File: src/rtl/ide_bridge_pkg.sv
package ide_bridge_pkg;
  typedef enum logic [1:0] {
    TGT_NONE  = 2'd0,
    TGT_DATA  = 2'd1,
    TGT_LATCH = 2'd2,
    TGT_REG   = 2'd3
  } tgt_e;
endpackage

File: src/rtl/ide_addr_decode.sv
module ide_addr_decode
  import ide_bridge_pkg::*;
#(
  parameter int HOST_AW   = 4,
  parameter int DEV_AW    = 3,
  parameter int SWAP_BIT  = 3,
  parameter int DATA_ADDR = 0
) (
  input  logic [HOST_AW-1:0] addr_i,
  input  logic               swap_i,
  output tgt_e               tgt_o,
  output logic [DEV_AW-1:0]  dev_addr_o
);
  localparam int LATCH_ADDR = DATA_ADDR + 1;
  localparam int REG_SPAN   = 2 ** DEV_AW;

  logic [HOST_AW-1:0] dec;

  // optional exchange of bit 0 with SWAP_BIT
  for (genvar i = 0; i < HOST_AW; i++) begin : g_swap
    if (i == 0) begin : g_lo
      assign dec[i] = swap_i ? addr_i[SWAP_BIT] : addr_i[0];
    end else if (i == SWAP_BIT) begin : g_hi
      assign dec[i] = swap_i ? addr_i[0] : addr_i[i];
    end else begin : g_pass
      assign dec[i] = addr_i[i];
    end
  end

  always_comb begin
    if (int'(dec) == DATA_ADDR)       tgt_o = TGT_DATA;
    else if (int'(dec) == LATCH_ADDR) tgt_o = TGT_LATCH;
    else if (int'(dec) < REG_SPAN)    tgt_o = TGT_REG;
    else                              tgt_o = TGT_NONE;
  end

  assign dev_addr_o = dec[DEV_AW-1:0];
endmodule

File: src/rtl/ide_byte_latch.sv
module ide_byte_latch #(
  parameter int W = 8
) (
  input  logic         clk_i,
  input  logic         rst_ni,
  input  logic         cap_i,
  input  logic [W-1:0] cap_d_i,
  input  logic         load_i,
  input  logic [W-1:0] load_d_i,
  output logic [W-1:0] q_o
);
  always_ff @(posedge clk_i or negedge rst_ni) begin
    if (!rst_ni)     q_o <= '0;
    else if (cap_i)  q_o <= cap_d_i;
    else if (load_i) q_o <= load_d_i;
  end
endmodule

File: src/rtl/ide_bridge8_16.sv
module ide_bridge8_16
  import ide_bridge_pkg::*;
#(
  parameter int HOST_AW   = 4,
  parameter int DEV_AW    = 3,
  parameter int BYTE_W    = 8,
  parameter int SWAP_BIT  = 3,
  parameter int DATA_ADDR = 0
) (
  input  logic                clk_i,
  input  logic                rst_ni,
  input  logic                swap_i,
  input  logic                cs_i,
  input  logic [HOST_AW-1:0]  haddr_i,
  input  logic                hrd_i,
  input  logic                hwr_i,
  input  logic [BYTE_W-1:0]   hwdata_i,
  output logic [BYTE_W-1:0]   hrdata_o,
  output logic [DEV_AW-1:0]   dev_addr_o,
  output logic                dev_rd_o,
  output logic                dev_wr_o,
  output logic [2*BYTE_W-1:0] dev_wdata_o,
  input  logic [2*BYTE_W-1:0] dev_rdata_i
);
  localparam int WORD_W = 2 * BYTE_W;

  tgt_e              tgt;
  logic              acc_rd, acc_wr;
  logic [BYTE_W-1:0] latch_q;

  ide_addr_decode #(
    .HOST_AW(HOST_AW), .DEV_AW(DEV_AW),
    .SWAP_BIT(SWAP_BIT), .DATA_ADDR(DATA_ADDR)
  ) u_dec (
    .addr_i    (haddr_i),
    .swap_i    (swap_i),
    .tgt_o     (tgt),
    .dev_addr_o(dev_addr_o)
  );

  // conflicting strobes are dropped
  assign acc_rd = cs_i && hrd_i && !hwr_i;
  assign acc_wr = cs_i && hwr_i && !hrd_i;

  ide_byte_latch #(.W(BYTE_W)) u_latch (
    .clk_i   (clk_i),
    .rst_ni  (rst_ni),
    .cap_i   (acc_rd && tgt == TGT_DATA),
    .cap_d_i (dev_rdata_i[WORD_W-1:BYTE_W]),
    .load_i  (acc_wr && tgt == TGT_LATCH),
    .load_d_i(hwdata_i),
    .q_o     (latch_q)
  );

  assign dev_rd_o = acc_rd && (tgt == TGT_DATA || tgt == TGT_REG);
  assign dev_wr_o = acc_wr && (tgt == TGT_DATA || tgt == TGT_REG);

  always_comb begin
    if (tgt == TGT_DATA) dev_wdata_o = {latch_q, hwdata_i};
    else                 dev_wdata_o = {{BYTE_W{1'b0}}, hwdata_i};
  end

  always_comb begin
    hrdata_o = '0;
    if (acc_rd) begin
      unique case (tgt)
        TGT_DATA, TGT_REG: hrdata_o = dev_rdata_i[BYTE_W-1:0];
        TGT_LATCH:         hrdata_o = latch_q;
        default:           hrdata_o = '0;
      endcase
    end
  end
endmodule

File: config.mk
export PLATFORM = sky130hd
export DESIGN_NAME = ide_bridge8_16
export DESIGN_NICKNAME = d
export VERILOG_FILES = /design/src/rtl/ide_bridge_pkg.sv /design/src/rtl/ide_addr_decode.sv /design/src/rtl/ide_byte_latch.sv /design/src/rtl/ide_bridge8_16.sv
export SDC_FILE = /design/constraint.sdc
export NUM_CORES = 1
export LEC_CHECK = 0
export ABC_AREA = 1
export BUFFER_PORTS_ARGS = -buffer_cell sky130_fd_sc_hd__buf_2
export CAP_MARGIN = 40
export CELL_PAD_IN_SITES_DETAIL_PLACEMENT = 0
export CELL_PAD_IN_SITES_GLOBAL_PLACEMENT = 1
export CORE_MARGIN = 5
export CORE_UTILIZATION = 27
export DETAILED_ROUTE_END_ITERATION = 6
export PLACE_DENSITY_LB_ADDON = 0.1
export SKIP_LAST_GASP = 1
export SLEW_MARGIN = 20
export SYNTH_ARGS = -nofsm -noshare
export SYNTH_HDL_FRONTEND = slang
export SYNTH_SLANG_ARGS = --single-unit
File: constraint.sdc
create_clock -name clk_i -period 3.5 [get_ports clk_i]
set_clock_uncertainty 0.15 [all_clocks]
set_input_delay 0.7 -clock clk_i [delete_from_list [all_inputs] [get_ports clk_i]]
set_output_delay 0.7 -clock clk_i [all_outputs]
set_load 0.005 [all_outputs]
==> qor.csv <==
stage;metric;value;unit
sta;timing.fmax;0.375;GHz
clock_network;h-tree-depth;1;
final_layout;fin_nets;232;
pwr;powerDensity;267;mW/mm2
final_layout;areaGrowthSynthToFinish;35.2;%
logic_synthesis;syn-cell-area;877;um2
drt;routed_wirelength;2410;um
sta;period_needed;2660;ps
clock_network;cts.repair.resized;0;
sta;final_hold_viol_count;0;
logic_synthesis;synth-seq-cells;8;
final_layout;top_register;u_latch.q_o;
logic_synthesis;syn_avg_cell_area;6.22;um2
logic_synthesis;synth_top_area_share;22.8;%
global_route;grt_usage;11.6;%
floorplan;fp.dieW;67.0;um
floorplan;initial_core_util;28.5;%
final_layout;mostFrequentLayoutCells;62 x buf_2, 38 x nand2_1, 28 x inv_1, 24 x nand3_1, 10 x nor2_1;
final_layout;multi_input_area;474;um2
sta;slew_headroom;78.7;%
global_route;antenna_found_initial;0;
floorplan;io_pins;63;
drt;dr.pass1.iters;4;
clock_network;clkSinkCount;8;
pwr;leakagePower;0.000755;uW
floorplan;dieArea;0.00449;mm2
drt;drtIter0Drc;26;
critical_path;cp_cell_sequence;buf_2 -> inv_2 -> nand2_1 -> nand3_1 -> nor2_4 -> nor2_2 -> nand2_1 -> a21oi_1 -> buf_2;
final_layout;n_antenna_cell;0;
clock_network;postCtsSetupBuffers;0;
sta;fin_tns_setup;0;ps
floorplan;core-area;0.00308;mm2
sta;holdWs;124;ps
clock_network;cts_tree;done;
floorplan;rows;20;
critical_path;criticalPathCategory;in -> out;
place;gp_congestion;0.724;
critical_path;critPathLaunchType;input port;
place;hpwlAfterDp;2120;um
drt;via_per_inst;4.10;
critical_path;critical_path.endpoint_type;output pin;
clock_network;clock_latency;250;ps
final_layout;drive_gt1_share;39.8;%
drt;vias;984;
pwr;vdd_ir_drop_max;0.0800;mV
drt;wire_per_inst;10.0;um
sta;fin_crit_sh;76.1;%
sta;setup_ws;836;ps
critical_path;worstPathRequired;2650;ps
global_route;grt_max_degree;13;
sta;setup_viol;0;
outcome;outcome;complete, no violations;
clock_network;ctsHoldBuffers;0;
sta;rsz0062_at_grt;no;
critical_path;crit_path_top_delay_cell;nor2_2;
flow_run;max_cap_viol_count;0;
sta;maxSlewViolCount;0;
final_layout;largest_reg_flops;8;
global_route;grt_overflow;0;
logic_synthesis;ys_warn_count;0;
floorplan;die_h;67.0;um
final_layout;final_common_cell;buf_2;
final_layout;regArea;200;um2
pwr;power.total;317;uW
logic_synthesis;synth_cell_type_count;18;
logic_synthesis;ys_seq_area_share;22.8;%
final_layout;fin_util;38.5;%
logic_synthesis;yosysTopAreaCell;dfrtp_1;
global_route;grt_first_pass_wirelength;4130;um
final_layout;reg_top3;u_latch.q_o: 8 flops;
sta;worst_pin_slew;319;ps
critical_path;arrival;1810;ps
place;port-buffer-count;62;
global_route;grt_pass1_vias;971;
logic_synthesis;synth_area_leaders;dfrtp_1 23%, nand2_1 16%, nand3_1 14%, inv_1 12%, buf_4 8.6%;
clock_network;path_clk_slew;50;ps
clock_network;cts_buffers;3;
clock_network;ctsRootBufferMaster;clkbuf_4;
clock_network;cts_max_path_buffers;2;
critical_path;worstPathMaxFanout;10;
drt;drc;0;
logic_synthesis;postSynthCellCount;141;
min_path;hold_path_class;in -> async;
place;preCtsSetupSlack;834;ps
final_layout;nFillCells;354;
critical_path;r2r_setup_slack;2670;ps
critical_path;timing.critical_path.slowest_cell_delay;270;ps
logic_synthesis;syn_nets;175;
drt;antenna_left;0;
==> routing by layer <==
layer	track usage (%)	vias up	part of all wire [%]
li1	-	532	-
met1	16.1	401	49
met2	18.2	49	40
met3	1.69	2	9.6
met4	3.80	0	1.0
met5	0	-	0
==> worst max-delay path: cells and delay by family <==
kind                   cells  cell delay, ps
AO/OA/AOI/OAI              1             130
buffers and inverters      3             330
AND/OR/NAND/NOR            5             650
==> power by group <==
| part | total [uW] | leakage [uW] | switching [uW] | internal, uW |
|---|---|---|---|---|
| Sequential | 139 | 0.000103 | 21.9 | 117 |
| Clock | 69.5 | 0.0000138 | 30.3 | 39.2 |
| Combinational | 108 | 0.000638 | 58.8 | 49.2 |
==> path summary, 6_finish.rpt <==
kind | cells after the start | startpoint | end
worst max-delay path | 9 | swap_i | hrdata_o[5]
worst min-delay path | 1 | rst_ni | u_latch.q_o[2]$_DFFE_PN0P_
worst max register to register | 2 | u_latch.q_o[0]$_DFFE_PN0P_ | u_latch.q_o[0]$_DFFE_PN0P_
worst min register to register | 2 | u_latch.q_o[5]$_DFFE_PN0P_ | u_latch.q_o[5]$_DFFE_PN0P_
max in group asynchronous | 1 | rst_ni | u_latch.q_o[3]$_DFFE_PN0P_
min in group clk_i | 2 | u_latch.q_o[5]$_DFFE_PN0P_ | u_latch.q_o[5]$_DFFE_PN0P_
==> cells by family after synthesis <==
logic type,synth area share (%)
buffers and inverters,23.1
AND/OR/NAND/NOR,49.5
flip-flops,22.8
AO/OA/AOI/OAI,4.57
==> layout make-up <==
| class | instances | share of cell area, % |
|---|---|---|
| clock buffers | 3 | 1.90 |
| inverters | 31 | 9.81 |
| multi-input cells | 91 | 40.0 |
| flip-flops and latches | 8 | 16.9 |
| well taps | 44 | 4.64 |
| repair buffers | 63 | 26.8 |
==> stage by stage <==
step           cell area, um2  std cells
6_report                 1190        240
4_1_cts                  1190        240
3_3_place_gp             1160        237
3_5_place_dp             1160        237
5_1_grt                  1190        240
2_1_floorplan             877        141
==> synth_stat cells (all sizes together) <==
cell type,instances
buf,11
nor3,2
a21oi,8
clkinv,1
inv,30
nor2,13
dfrtp,8
nand2,42
nand3,26
Note: power is estimated with default switching activity, not from simulation.
